[src/rtl/bytepar_pkg.sv]
package bytepar_pkg;
  localparam int NUM_RD = 2;

  typedef enum logic [1:0] {
    ACT_NONE    = 2'd0,
    ACT_MCHK    = 2'd1,
    ACT_CHKSTOP = 2'd2
  } esc_action_t;
endpackage

[src/rtl/lane_par_gen.sv]
module lane_par_gen #(
  parameter int LANES  = 8,
  parameter int LANE_W = 8
) (
  input  logic [LANES*LANE_W-1:0] data,
  output logic [LANES-1:0]        par
);
  for (genvar i = 0; i < LANES; i++) begin : g_lane
    assign par[i] = ~^data[i*LANE_W +: LANE_W];
  end
endmodule

[src/rtl/rd_par_check.sv]
module rd_par_check #(
  parameter int LANES  = 8,
  parameter int LANE_W = 8
) (
  input  logic                    beat,
  input  logic                    chk_en,
  input  logic [LANES*LANE_W-1:0] data,
  input  logic [LANES-1:0]        par,
  output logic [LANES-1:0]        lane_err
);
  logic [LANES-1:0] exp_par;

  lane_par_gen #(.LANES(LANES), .LANE_W(LANE_W)) u_gen (
    .data (data),
    .par  (exp_par)
  );

  assign lane_err = (exp_par ^ par) & {LANES{beat & chk_en}};
endmodule

[src/rtl/fault_esc_ctrl.sv]
module fault_esc_ctrl
  import bytepar_pkg::*;
(
  input  logic clk,
  input  logic rst_n,
  input  logic event_in,
  input  logic esc_en,
  input  logic mchk_en,
  input  logic int_ack,
  output logic stall,
  output logic mchk_req,
  output logic chkstop
);
  esc_action_t action;
  logic        evt_take;

  assign evt_take = event_in & ~stall;

  always_comb begin
    if (!esc_en)      action = ACT_NONE;
    else if (mchk_en) action = ACT_MCHK;
    else              action = ACT_CHKSTOP;
  end

  always_ff @(posedge clk) begin
    if (!rst_n) begin
      stall    <= 1'b0;
      mchk_req <= 1'b0;
      chkstop  <= 1'b0;
    end else begin
      mchk_req <= 1'b0;
      if (evt_take) begin
        stall    <= 1'b1;
        mchk_req <= (action == ACT_MCHK);
        if (action == ACT_CHKSTOP) chkstop <= 1'b1;
      end else if (stall && int_ack && !chkstop) begin
        stall <= 1'b0;
      end
    end
  end

  AST_EVENT_STALLS: assert property (@(posedge clk) disable iff (!rst_n)
    (event_in && !stall) |=> stall);
  AST_MCHK_ONE_CYCLE: assert property (@(posedge clk) disable iff (!rst_n)
    mchk_req |=> !mchk_req);
  AST_MCHK_CAUSE: assert property (@(posedge clk) disable iff (!rst_n)
    mchk_req |-> $past(esc_en && mchk_en && event_in));
  AST_CHKSTOP_HOLD: assert property (@(posedge clk) disable iff (!rst_n)
    chkstop |=> (chkstop && stall));
  AST_NO_ESC_QUIET: assert property (@(posedge clk) disable iff (!rst_n)
    (event_in && !stall && !esc_en) |=> (!mchk_req && !chkstop));
  AST_ACK_RELEASE: assert property (@(posedge clk) disable iff (!rst_n)
    (stall && int_ack && !chkstop) |=> !stall);
  AST_NO_REESCALATE: assert property (@(posedge clk) disable iff (!rst_n)
    (stall && $past(stall)) |-> !mchk_req);
endmodule

[src/rtl/bytepar_fault_unit.sv]
module bytepar_fault_unit
  import bytepar_pkg::*;
#(
  parameter int DATA_W = 64,
  parameter int LANE_W = 8,
  localparam int LANES = DATA_W / LANE_W
) (
  input  logic              clk,
  input  logic              rst_n,
  input  logic [NUM_RD-1:0] rd_chk_en,
  input  logic              esc_en,
  input  logic              mchk_en,
  input  logic              fault_in,
  input  logic              int_ack,
  input  logic [DATA_W-1:0] wr_data,
  output logic [LANES-1:0]  wr_par,
  input  logic              rd0_valid,
  output logic              rd0_ready,
  input  logic [DATA_W-1:0] rd0_data,
  input  logic [LANES-1:0]  rd0_par,
  input  logic              rd1_valid,
  output logic              rd1_ready,
  input  logic [DATA_W-1:0] rd1_data,
  input  logic [LANES-1:0]  rd1_par,
  output logic              stall,
  output logic              mchk_req,
  output logic              chkstop,
  output logic [NUM_RD-1:0] err_bus,
  output logic [LANES-1:0]  err_lanes
);
  logic              rd_ready;
  logic [NUM_RD-1:0] rd_valid_a;
  logic [DATA_W-1:0] rd_data_a [NUM_RD];
  logic [LANES-1:0]  rd_par_a  [NUM_RD];
  logic [LANES-1:0]  lane_err_a [NUM_RD];
  logic [NUM_RD-1:0] bus_err;
  logic [LANES-1:0]  lane_or;
  logic              fault_evt;

  assign rd_valid_a   = {rd1_valid, rd0_valid};
  assign rd_data_a[0] = rd0_data;
  assign rd_data_a[1] = rd1_data;
  assign rd_par_a[0]  = rd0_par;
  assign rd_par_a[1]  = rd1_par;

  assign rd_ready  = ~stall;
  assign rd0_ready = rd_ready;
  assign rd1_ready = rd_ready;

  lane_par_gen #(.LANES(LANES), .LANE_W(LANE_W)) u_wr_gen (
    .data (wr_data),
    .par  (wr_par)
  );

  for (genvar k = 0; k < NUM_RD; k++) begin : g_rd
    rd_par_check #(.LANES(LANES), .LANE_W(LANE_W)) u_chk (
      .beat     (rd_valid_a[k] & rd_ready),
      .chk_en   (rd_chk_en[k]),
      .data     (rd_data_a[k]),
      .par      (rd_par_a[k]),
      .lane_err (lane_err_a[k])
    );
    assign bus_err[k] = |lane_err_a[k];
  end

  always_comb begin
    lane_or = '0;
    for (int k = 0; k < NUM_RD; k++) lane_or |= lane_err_a[k];
  end

  assign fault_evt = fault_in | (|bus_err);

  fault_esc_ctrl u_ctrl (
    .clk      (clk),
    .rst_n    (rst_n),
    .event_in (fault_evt),
    .esc_en   (esc_en),
    .mchk_en  (mchk_en),
    .int_ack  (int_ack),
    .stall    (stall),
    .mchk_req (mchk_req),
    .chkstop  (chkstop)
  );

  always_ff @(posedge clk) begin
    if (!rst_n) begin
      err_bus   <= '0;
      err_lanes <= '0;
    end else begin
      err_bus   <= err_bus | bus_err;
      err_lanes <= err_lanes | lane_or;
    end
  end

  AST_STATUS_STICKY: assert property (@(posedge clk) disable iff (!rst_n)
    rst_n |=> (((err_lanes & $past(err_lanes)) == $past(err_lanes)) &&
               ((err_bus & $past(err_bus)) == $past(err_bus))));
  AST_DISABLED_SILENT: assert property (@(posedge clk) disable iff (!rst_n)
    (rd_chk_en == '0 && !fault_in && !stall) |=> !stall);
endmodule

[config.mk]
export PLATFORM = sky130hd
export DESIGN_NAME = bytepar_fault_unit
export DESIGN_NICKNAME = d
export VERILOG_FILES = /design/src/rtl/bytepar_pkg.sv /design/src/rtl/lane_par_gen.sv /design/src/rtl/rd_par_check.sv /design/src/rtl/fault_esc_ctrl.sv /design/src/rtl/bytepar_fault_unit.sv
export SDC_FILE = /design/constraint.sdc
export NUM_CORES = 1
export LEC_CHECK = 0
export CAP_MARGIN = 5
export CORE_AREA = 3 3 93 95
export CTS_CLUSTER_SIZE = 30
export DETAILED_ROUTE_END_ITERATION = 16
export DIE_AREA = 0 0 96 98
export DONT_BUFFER_PORTS = 1
export GPL_ROUTABILITY_DRIVEN = 0
export SLEW_MARGIN = 20
export SYNTH_ARGS = -nofsm -noshare
export SYNTH_HDL_FRONTEND = slang
export SYNTH_SLANG_ARGS = --single-unit
[constraint.sdc]
create_clock -name clk -period 3.9 [get_ports clk]
set_input_delay 0.195 -clock clk [delete_from_list [all_inputs] [get_ports clk]]
set_output_delay 0.195 -clock clk [all_outputs]
set_load 0.005 [all_outputs]
==> impl_metrics.tcl <==
set metrics [dict create \
    start_util_pct 30.3 \
    cp-end-kind "flip-flop" \
    antenna_found_initial 0 \
    crit_arrival_ns 1.94 \
    clock.fmax_mhz 561 \
    irDropWorstVdd_mv 0.0798 \
    grt.overflow.total 0 \
    wl_per_cell_um 17.5 \
    layout_commonest_cell "xnor2_1" \
    numCtsBuffers 3 \
    clk_pin_slew_ns 0.06 \
    required_ns 4.06 \
    die-area_um2 9410 \
    synth_nets 436 \
    drc_errors 0 \
    nets 439 \
    drive_above_1_share_pct 13.2 \
    vias_per_cell 4.64 \
    layout_common_cells "xnor2_1, xnor2_2, xor2_1, xnor3_1, dfxtp_1" \
    grt_pass1_wl_um 7530 \
    rows 32 \
    power_leakage_nw 0.902 \
    ant_nets 0 \
    fin_crit_sh_pct 45.7 \
    area_growth_syn_to_layout_pct 6.83 \
    critPathMaxFanout 9 \
    post_cts_buffers 0 \
    r2r_start "u_ctrl.stall" \
    power_density_nw_per_um2 306 \
    cts_root_buf "clkbuf_8" \
    setup_viol 0 \
    dpl.hpwl_um 5290 \
    ctsResizeCount 0 \
    chipWidth_um 96 \
    maxSlewHeadroom_pct 69.3 \
    hold_depth 1 \
    hold_path.startpoint "mchk_en" \
    grt_max_degree 14 \
    yosysUniqueCellTypes 23 \
    io_pins 241 \
    async_flop_share_pct 0 \
    max_slew.worst_pin.slew_ns 0.460 \
    status "completed" \
    die_h_um 98 \
    yosysWarnings 0 \
    placed_cell_area_um2 2480 \
    syn_area_um2 2360 \
    syn_inst 218 \
    slew_violations 0 \
    routed_wl_um 5650 \
    synth_edf_count 0 \
    tns_ns 0 \
    htreeDepth 1 \
    vias 1494 \
    synthFlopType "dfxtp_1" \
    antenna_cells 0 \
    cap_violations 0 \
    coreArea_um2 7810 \
    crit_start "u_ctrl.stall" \
    ctsHoldBuffers 0 \
    cts.path.max_buffers 2 \
    fin_skew_ns 0.00342 \
    ys_ff_latch 13 \
    hold_path_class "in -> reg" \
    cts.sink_count 13 \
    portBuffers 0 \
    grt_pass1_vias 1602 \
    final_area_um2 2530 \
    cts_tree "done" \
    critPathKind "reg -> reg" \
    hold_violations 0 \
    first_iter_violations 31 \
    rsz0062_at_grt "no" \
    drtPass1Iterations 4 \
    start_kind "flip-flop" \
    ys_seq_area_share_pct 11.0 \
    min_period_ns 1.78 \
    avgSynthCellArea_um2 10.8 \
    track_usage_pct 10.7 \
    clk_latency_ns 0.24 \
    r2r_cells 5 \
]
==> sequential cells by signal, summed over array words and instances (netlist names) <==
name / flops
u_ctrl.mchk_req: 1
u_ctrl.stall: 1
err_lanes: 8
err_bus: 2
u_ctrl.chkstop: 1
==> stage by stage <==
step / hold slack [ns] / worst slack, ns / instances / total power, W / utilization, %
6_report: 0.0521 / 2.12 / 322 / 0.000773 / 32.4
4_1_cts: 0.0445 / 2.09 / 322 / 0.000800 / 32.4
3_5_place_dp: 0.306 / 1.92 / 318 / 0.000671 / 31.8
3_3_place_gp: 0.301 / 1.94 / 318 / 0.000667 / 31.8
2_1_floorplan: 0.299 / 2.24 / 218 / 0.000595 / -
5_1_grt: 0.0404 / 2.02 / 322 / 0.000837 / 32.4
==> synthesized netlist by cell type (all sizes together) (2+ instances only) <==
cell	number	area [µm²]
xnor2	136	1310
xnor3	16	362
xor2	16	140
dfxtp	13	260
o21a	10	75.1
o22ai	8	50.1
nand2	3	11.3
a21oi	2	25.0
and4	2	22.5
nand3	2	15.0
nand4	2	12.5
==> report_power, final <==
group	switching, W	total, W	internal (W)
Clock	0.0000476	0.000120	0.0000721
Combinational	0.000193	0.000484	0.000292
Sequential	0.0000176	0.000169	0.000151
==> layout make-up <==
class | count | area [µm²]
well taps | 102 | 128
flip-flops and latches | 13 | 260
multi-input cells | 202 | 2090
clock buffers | 4 | 45.0
inverters | 1 | 3.75
fillers | 807 | 5280
==> layer usage <==
layer / GRT usage [%] / wire [µm]
met1: 8.20 / 1510
met2: 23.6 / 3400
met3: 2.93 / 707
met4: 2.95 / 36
met5: 0 / 0
==> kinds of logic (layout without fill, tap and decap cells) <==
| family | after synthesis | after routing | share of synthesized area, % |
|---|---|---|---|
| xor+xnor | 168 | 168 | 76.7 |
| compound gates | 22 | 22 | 7.46 |
| flops | 13 | 13 | 11.0 |
| simple gates | 12 | 12 | 4.23 |
| buf+inv | 3 | 5 | 0.635 |
==> path summary, 6_finish.rpt <==
| kind | end | slack (ns) |
|---|---|---|
| setup reg to reg | u_ctrl.mchk_req | 2.12 |
| setup / recovery | u_ctrl.mchk_req | 2.12 |
| hold / removal | u_ctrl.chkstop | 0.05 |
| hold reg to reg | err_lanes[1] | 0.50 |
==> critical path, cell delays in order, from the launching register on <==
cell and delay, ns:
dfxtp_1 0.37, inv_1 0.21, nand3_1 0.39, o21ba_2 0.43
nor3_4 0.06, nor4b_2 0.23
Note: power is estimated with default switching activity, not from simulation.
